--- src/rtl/fx_flag_pkg.sv ---
package fx_flag_pkg;

    localparam int FLAG_W = 6;
    localparam int MODE_W = 2;

    localparam int BIT_INVALID = 0;
    localparam int BIT_OVERFLOW = 1;
    localparam int BIT_UNDERFLOW = 2;
    localparam int BIT_INEXACT = 3;
    localparam int BIT_DIVZERO = 4;
    localparam int BIT_FLUSHED = 5;

    typedef logic [FLAG_W-1:0] flag_vec_t;
    typedef logic [MODE_W-1:0] mode_t;

endpackage

--- src/rtl/fx_update_merge.sv ---
module fx_update_merge
    import fx_flag_pkg::*;
#(
    parameter int N_PORTS = 5,
    localparam int BUS_W = N_PORTS * FLAG_W
) (
    input  logic [N_PORTS-1:0] port_en,
    input  logic [BUS_W-1:0]   port_flags,
    output flag_vec_t          merged
);

    flag_vec_t gated [N_PORTS];

    // Each port contributes only when its guard-derived enable is high.
    for (genvar k = 0; k < N_PORTS; k++) begin : g_gate
        assign gated[k] = port_en[k] ? port_flags[k*FLAG_W +: FLAG_W] : '0;
    end

    always_comb begin
        merged = '0;
        for (int k = 0; k < N_PORTS; k++) begin
            merged = merged | gated[k];
        end
    end

endmodule

--- src/rtl/fx_flag_core.sv ---
module fx_flag_core
    import fx_flag_pkg::*;
(
    input  logic      clk,
    input  logic      rst_n,
    input  logic      load_en,
    input  flag_vec_t load_flags,
    input  mode_t     load_mode,
    input  flag_vec_t set_flags,
    output flag_vec_t cur_flags,
    output mode_t     cur_mode
);

    flag_vec_t flags_q;
    flag_vec_t flags_d;
    mode_t     mode_q;
    mode_t     mode_d;

    // Base is the explicit value when loading, otherwise the held value;
    // compute updates are always ORed on top.
    always_comb begin
        flag_vec_t base;
        base    = load_en ? load_flags : flags_q;
        flags_d = base | set_flags;
        mode_d  = load_en ? load_mode : mode_q;
    end

    always_ff @(posedge clk) begin
        if (!rst_n) begin
            flags_q <= '0;
            mode_q  <= '0;
        end else begin
            flags_q <= flags_d;
            mode_q  <= mode_d;
        end
    end

    assign cur_flags = flags_q;
    assign cur_mode  = mode_q;

endmodule

--- src/rtl/fx_sticky_status.sv ---
module fx_sticky_status
    import fx_flag_pkg::*;
#(
    parameter int N_PORTS = 5
) (
    input  logic                      clk,
    input  logic                      rst_n,
    input  logic [N_PORTS-1:0]        upd_en,
    input  logic [N_PORTS*FLAG_W-1:0] upd_flags,
    input  logic                      wr_en,
    input  logic [FLAG_W-1:0]         wr_flags,
    input  logic [MODE_W-1:0]         wr_mode,
    output logic [FLAG_W-1:0]         rd_flags,
    output logic [MODE_W-1:0]         rd_mode
);

    flag_vec_t merged_set;

    fx_update_merge #(.N_PORTS(N_PORTS)) u_merge (
        .port_en    (upd_en),
        .port_flags (upd_flags),
        .merged     (merged_set)
    );

    fx_flag_core u_core (
        .clk        (clk),
        .rst_n      (rst_n),
        .load_en    (wr_en),
        .load_flags (wr_flags),
        .load_mode  (wr_mode),
        .set_flags  (merged_set),
        .cur_flags  (rd_flags),
        .cur_mode   (rd_mode)
    );

endmodule

--- config.mk ---
export PLATFORM = sky130hd
export DESIGN_NAME = fx_sticky_status
export DESIGN_NICKNAME = d
export VERILOG_FILES = /design/src/rtl/fx_flag_pkg.sv /design/src/rtl/fx_update_merge.sv /design/src/rtl/fx_flag_core.sv /design/src/rtl/fx_sticky_status.sv
export SDC_FILE = /design/constraint.sdc
export NUM_CORES = 1
export LEC_CHECK = 0
export BUFFER_PORTS_ARGS = -buffer_cell sky130_fd_sc_hd__buf_2
export CELL_PAD_IN_SITES_DETAIL_PLACEMENT = 1
export CELL_PAD_IN_SITES_GLOBAL_PLACEMENT = 1
export CORE_UTILIZATION = 21
export DETAILED_ROUTE_END_ITERATION = 6
export MAX_ROUTING_LAYER = met4
export PLACE_DENSITY_LB_ADDON = 0.2
export SLEW_MARGIN = 20
export SYNTH_ARGS = -nofsm -noshare
export SYNTH_HDL_FRONTEND = slang
export SYNTH_HIERARCHICAL = 1
export SYNTH_SLANG_ARGS = --single-unit
--- constraint.sdc ---
create_clock -name clk -period 1 [get_ports clk]
set_input_delay 0.05 -clock clk [delete_from_list [all_inputs] [get_ports clk]]
set_output_delay 0.05 -clock clk [all_outputs]
set_load 0.005 [all_outputs]
* Word level (Yosys, flattened, before mapping) *
Cells that the tools add are included.

operators by class
  muxes and demuxes = 6
  bitwise operators = 5

operators by type and width
  operator           number
  two-way mux 6 bit  6
  OR 6 bit           5

word-level totals
  bits in registers = 8
  logic and storage cells = 13

* Longest topological paths before layout *
Gate-level depths: netlist of run 1.

  depth in word-level cells = 6
  depth in mapped cells = 3
  depth with buffers taken out = 3

* By module *
The synthesis of run 1 kept the hierarchy.

by module, submodules not included
  module           times used  seq. area each (um^2)  area an instance (um^2)  cells an instance
  fx_flag_core     1           160.2                  339.1                    25
  fx_update_merge  1           0.0                    127.6                    18

* Least setup slack after synthesis of run 1 *
Ideal clock, no wire load.

  path kind = reg-to-reg
  from = register u_core.flags_q[0], in the netlist u_core/cur_flags[0]
  to = register u_core.flags_q[0], in the netlist u_core/cur_flags[0]
  path buffers = 0
  setup time = 0.115 ns
  period minus slack after synthesis = 0.821 ns
  setup slack = 0.179 ns
  required time = 0.885 ns
  cell stages (with the launch flop) = 3
  arrival time = 0.707 ns
  cell sequence = dfxtp_1 -> mux2_4 -> o21a_1

between the ends
  longest elaborated chain between the ends = 2

ends and longest elaborated chain
  item                    line                source
  start, declared         fx_flag_core.sv:14  flag_vec_t flags_q;
  start signal, assigned  fx_flag_core.sv:33  flags_q <= flags_d;
  two-way mux 6 bit       fx_flag_core.sv:23  base = load_en ? load_flags : flags_q;
  OR 6 bit                fx_flag_core.sv:24  flags_d = base | set_flags;

Every way passes these cells.
A chain may end at the register's enable or synchronous reset.

* Worst setup path in the final report of run 1 *
  from = register u_core.flags_q[4], in the netlist u_core/cur_flags[4]
  to = register u_core.flags_q[4], in the netlist u_core/cur_flags[4]

Same word-level chain as after synthesis.

==> results_dict.tcl, run 1 <==
set metrics [dict create \
    critPathSlowestCell "dfxtp_1" \
    synthTopCellsByArea "dfxtp_1 34%, mux2_4 19%, a222oi_1 13%" \
    yosysMostFrequentCell "dfxtp_1" \
    cts_tree "done" \
    crit_path_max_incr_delay_ns 0.31 \
    dieArea_sq_mm 0.002415 \
    crit_arrival_ns 1.00 \
    grt_pass1_wl_um 2470 \
    syn_avg_cell_area_sq_um 10.85 \
    async_reset_ff_frac 0 \
    totalPowerFinal_mw 0.8388 \
    worstSkewPairLatency_ns 0.24 \
    final_area_sq_um 777.0 \
    fmax_ghz 1.162 \
    placementRows 16 \
    die_w_um 49.14 \
    min_from "wr_mode[1]" \
    crit_chain "mux2_4 -> o21a_1" \
    clk_pin_slew_ns 0.05 \
    diodes 0 \
    place_inst 122 \
    worst_pin_slew_ns 0.3040 \
    wl_um 1611 \
    drt-initial-drc-count 23 \
    h-tree-depth 1 \
    setup_slack_ns 0.1397 \
    fin_cells 125 \
    required_ns 1.14 \
    cts_resized 0 \
    antenna_found_initial 0 \
    first_pass_iters 4 \
    ir_drop_mv 0.6186 \
    grt_overflow 0 \
    drc 0 \
    skew_ns 0 \
    p_leak_nw 0.4127 \
    place_ws_ns 0.03786 \
    track_usage 0.1398 \
    numPortBuffers 53 \
    cp-start-kind "flop" \
    crit_start "u_core/cur_flags[4]$_SDFF_PN0_" \
    placed_cell_area_sq_um 754.5 \
    postRouteAntennaNets 0 \
    slew_headroom 0.7973 \
    cts_buffer_depth 2 \
    maxSlewViolCount 0 \
    gp_congestion 0.7359 \
    p_per_area_mw_per_mm2 1080 \
    avgRoutedWirePerCell_um 12.89 \
    ys_warn_count 6 \
    critical_path_class "flop to flop" \
    holdWs_ns 0.07980 \
    synthFlopType "dfxtp_1" \
    viasPerCell 4.856 \
    synth_fp_nets 89 \
    status "complete, no violations" \
    yosys.area.top_type "dfxtp_1" \
    setup_violations 0 \
    layout.nets 146 \
    hp-class "input port to flop" \
    r2r_start "u_core/cur_flags[4]$_SDFF_PN0_" \
    ys_seq_area_frac 0.3432 \
    root_buffer "clkbuf_4" \
    vias 607 \
    synthCells 43 \
    grt_max_degree 9 \
    numClockSinks 8 \
    synth_enable_flop_cells 0 \
    io_pins 54 \
    ys_ff_latch 8 \
    die_y_um 49.14 \
    hold_violations 0 \
    fin_crit_ns 0.8603 \
    core_region_area_sq_mm 0.002022 \
    rsz0062_at_grt "false" \
    syn-cell-area_sq_um 466.7 \
    max_cap_violations 0 \
    final_layout_size_suffix_gt1_frac 0.6327 \
    finalCritPeriodShare 0.8603 \
    start_util 0.2308 \
    synth.top_cell.area_share 0.3432 \
    crit_path_end_kind "flop" \
    grt_pass1_vias 571 \
    cts_setup_buffers 0 \
    ctsHoldBuffers 0 \
    fin_util 0.3843 \
    numCtsBuffers 3 \
    area_delta_synth_final_pct 66.49 \
    path_max_fanout 2 \
    yosys.cell_types.count 9 \
    fin_tns_setup_ns 0 \
]
-- power breakdown --
part / switching [mW] / leakage, nW / internal [mW]
clock: 0.101 / 0.0138 / 0.137
sequential: 0.0121 / 0.0671 / 0.344
combinational: 0.0942 / 0.332 / 0.151
-- flip-flops by register name (all words and copies together) (netlist names) --
| register | flops |
|---|---|
| u_core/cur_mode | 2 |
| u_core/cur_flags | 6 |
-- area by class of cell --
cell class / instances / area [sq um]
fill: 257 / 1245
multi-input combinational: 34 / 295.3
timing repair buffer: 53 / 265.3
sequential: 8 / 160.2
tap: 27 / 33.78
clock buffer: 3 / 22.52
-- kinds of logic after synthesis --
| group | count (synthesis) | synth area share |
|---|---|---|
| buffers and inverters | 1 | 0.02413 |
| and+or+nand+nor | 8 | 0.07506 |
| DFF | 8 | 0.3432 |
| AOI/OAI and AO/OA | 18 | 0.3217 |
| muxes | 8 | 0.2359 |
-- layer usage --
metal / GRT usage / vias to the layer above / share of wire
met5: - / - / 0
met4: 0.02941 / 0 / 0.0037
met3: 0.08723 / 2 / 0.17
met2: 0.2100 / 50 / 0.41
met1: 0.1560 / 264 / 0.42
li1: - / 291 / -
-- critical path: cells and delay by family (launching register included) --
kind            cells  cell delay, ns
mux                 1            0.26
compound gates      1            0.17
flops               1            0.31
-- worst paths after layout --
| check | endpoint | slack (ns) | cells past startpoint |
|---|---|---|---|
| worst max register to register | u_core/cur_flags[4]$_SDFF_PN0_ | 0.14 | 2 |
| worst max-delay path | u_core/cur_flags[4]$_SDFF_PN0_ | 0.14 | 2 |
| worst min-delay path | u_core/cur_mode[1]$_SDFFE_PN0P_ | 0.08 | 3 |
| worst min register to register | u_core/cur_mode[1]$_SDFFE_PN0P_ | 0.53 | 2 |
-- cells in the final DEF, fill, tap and decap left out --
master    instances
clkbuf_4          3
o21a_1            6
buf_2            53
nand2_1           6
dfxtp_1           8
a222oi_1          6
mux2i_1           2
mux2_4            6
nor2b_1           2
a22oi_1           6
Note: power is estimated with default switching activity, not from simulation.
==> run 2: changes to the inputs <==
Settings changed: PLACE_DENSITY_LB_ADDON 0.2 to 0.25.
==> results_dict.tcl, run 2 (synthesis results as in run 1) <==
set metrics [dict create \
    status "complete, no violations" \
    final_cell_mix "53 x buf_2, 8 x dfxtp_1" \
    drt-initial-drc-count 21 \
    grt_pass1_vias 608 \
    io_pins 54 \
    fin_crit_ns 0.8417 \
    setup_violations 0 \
    clk_pin_slew_ns 0.05 \
    final_layout_size_suffix_gt1_frac 0.6327 \
    r2r-end "u_core/cur_flags[4]$_SDFF_PN0_" \
    cts_buffer_depth 2 \
    placed_cell_area_sq_um 754.5 \
    die_w_um 49.14 \
    r2r_setup_slack_ns 0.16 \
    layout.nets 146 \
    placementRows 16 \
    place_hpwl_um 1246 \
    place_ws_ns 0.02710 \
    dieArea_sq_mm 0.002415 \
    hold_end "u_core/cur_mode[0]$_SDFFE_PN0P_" \
    final_area_sq_um 777.0 \
    avgRoutedWirePerCell_um 12.18 \
    root_buffer "clkbuf_4" \
    ir_drop_mv 0.5539 \
    vias 596 \
    core_region_area_sq_mm 0.002022 \
    start_util 0.2308 \
    worstRegToRegCells 2 \
    required_ns 1.15 \
    cts_tree "done" \
    diodes 0 \
    worstSkewPairLatency_ns 0.25 \
    p_leak_nw 0.4127 \
    holdPathStages 3 \
    skew_ns 0 \
    gp_congestion 0.6542 \
    numPortBuffers 53 \
    internal_power_mw 0.6321 \
    crit_chain "mux2_4 -> o21a_1" \
    fin_tns_setup_ns 0 \
    power_frac_seq 0.421 \
    grt_pass1_wl_um 2608 \
    crit_arrival_ns 0.99 \
    grt_max_degree 9 \
    final_common_cell "buf_2" \
    rsz0062_at_grt "false" \
    worst_pin_slew_ns 0.3496 \
    ctsHoldBuffers 0 \
    slew_headroom 0.7669 \
    fmax_ghz 1.188 \
    crit_path_max_incr_delay_ns 0.31 \
    setup_slack_ns 0.1583 \
    postRouteAntennaNets 0 \
    p_per_area_mw_per_mm2 1088 \
    combPwrFrac 0.285 \
    fillers 252 \
    track_usage 0.1476 \
    antenna_found_initial 0 \
    r2r_start "u_core/cur_flags[4]$_SDFF_PN0_" \
    drc 0 \
    finalCritPeriodShare 0.8417 \
    p_clk_frac 0.294 \
    hold_violations 0 \
    critPathSlowestCell "dfxtp_1" \
    area_delta_synth_final_pct 66.49 \
    p_sw_mw 0.2129 \
    largest_reg_flops 6 \
    wl_um 1523 \
    cts_setup_buffers 0 \
    grt_overflow 0 \
    h-tree-depth 1 \
    min_from "wr_mode[0]" \
    numCtsBuffers 3 \
    maxSlewViolCount 0 \
    first_pass_iters 4 \
    die_y_um 49.14 \
    viasPerCell 4.768 \
    path_max_fanout 2 \
    cts_resized 0 \
    hp-class "input port to flop" \
    swShare 0.2520 \
    critical_path_class "flop to flop" \
    max_cap_violations 0 \
    crit_path_end_kind "flop" \
    numClockSinks 8 \
    cp-start-kind "flop" \
]
[run 2: cell counts in the layout (fill, tap and decap cells not counted)]
Identical to the previous run, type by type.
[run 2: power by group through the flow]
stage               Combinational [mW]  Clock [mW]  Sequential [mW]
floorplan                        0.106           0            0.364
global placement                 0.241           0            0.362
detailed placement               0.245           0            0.362
CTS                              0.246       0.267            0.356
global route                     0.270       0.287            0.359
finish                           0.241       0.248            0.356
[run 2: routing by layer]
metal	global-route usage	up-vias	part of all wire
met5	-	-	0
met4	0.07353	0	0.012
met3	0.08723	4	0.18
met2	0.2237	47	0.40
met1	0.1498	255	0.41
li1	-	290	-
[run 2: worst max path at each step]
stage / from / to / slack [ns] / cells after the start
floorplan: u_core/cur_flags[0]$_SDFF_PN0_ / u_core/cur_flags[0]$_SDFF_PN0_ / 0.18 / 2
global placement: upd_en[0] / u_core/cur_flags[2]$_SDFF_PN0_ / 0.07 / 4
detailed placement: upd_en[0] / u_core/cur_flags[3]$_SDFF_PN0_ / 0.03 / 4
CTS: u_core/cur_flags[4]$_SDFF_PN0_ / u_core/cur_flags[4]$_SDFF_PN0_ / 0.16 / 2
global route: u_core/cur_flags[4]$_SDFF_PN0_ / u_core/cur_flags[4]$_SDFF_PN0_ / 0.12 / 2
finish: u_core/cur_flags[4]$_SDFF_PN0_ / u_core/cur_flags[4]$_SDFF_PN0_ / 0.16 / 2
[run 2: per-stage QoR]
stage	cells	hold slack, ns	util	total power [mW]
4_1_cts	125	0.05104	0.3843	0.8688
6_report	125	0.05778	0.3843	0.8450
3_3_place_gp	122	0.3072	0.3731	0.6025
5_1_grt	125	0.09379	0.3843	0.9168
2_1_floorplan	43	0.1675	-	0.4706
3_5_place_dp	122	0.3245	0.3731	0.6065
[run 2: area by class of cell]
| cell class | count | area (sq um) | area share |
|---|---|---|---|
| Clock buffer | 3 | 22.52 | 0.02899 |
| Multi-Input combinational cell | 34 | 295.3 | 0.3800 |
| Sequential cell | 8 | 160.2 | 0.2061 |
| Timing Repair Buffer | 53 | 265.3 | 0.3414 |
| Tap cell | 27 | 33.78 | 0.04348 |
[run 2: critical path, delay by kind of cell, from the launching register on]
| family | cells | cell delay (ns) |
|---|---|---|
| muxes | 1 | 0.26 |
| AOI/OAI and AO/OA | 1 | 0.16 |
| DFF | 1 | 0.31 |
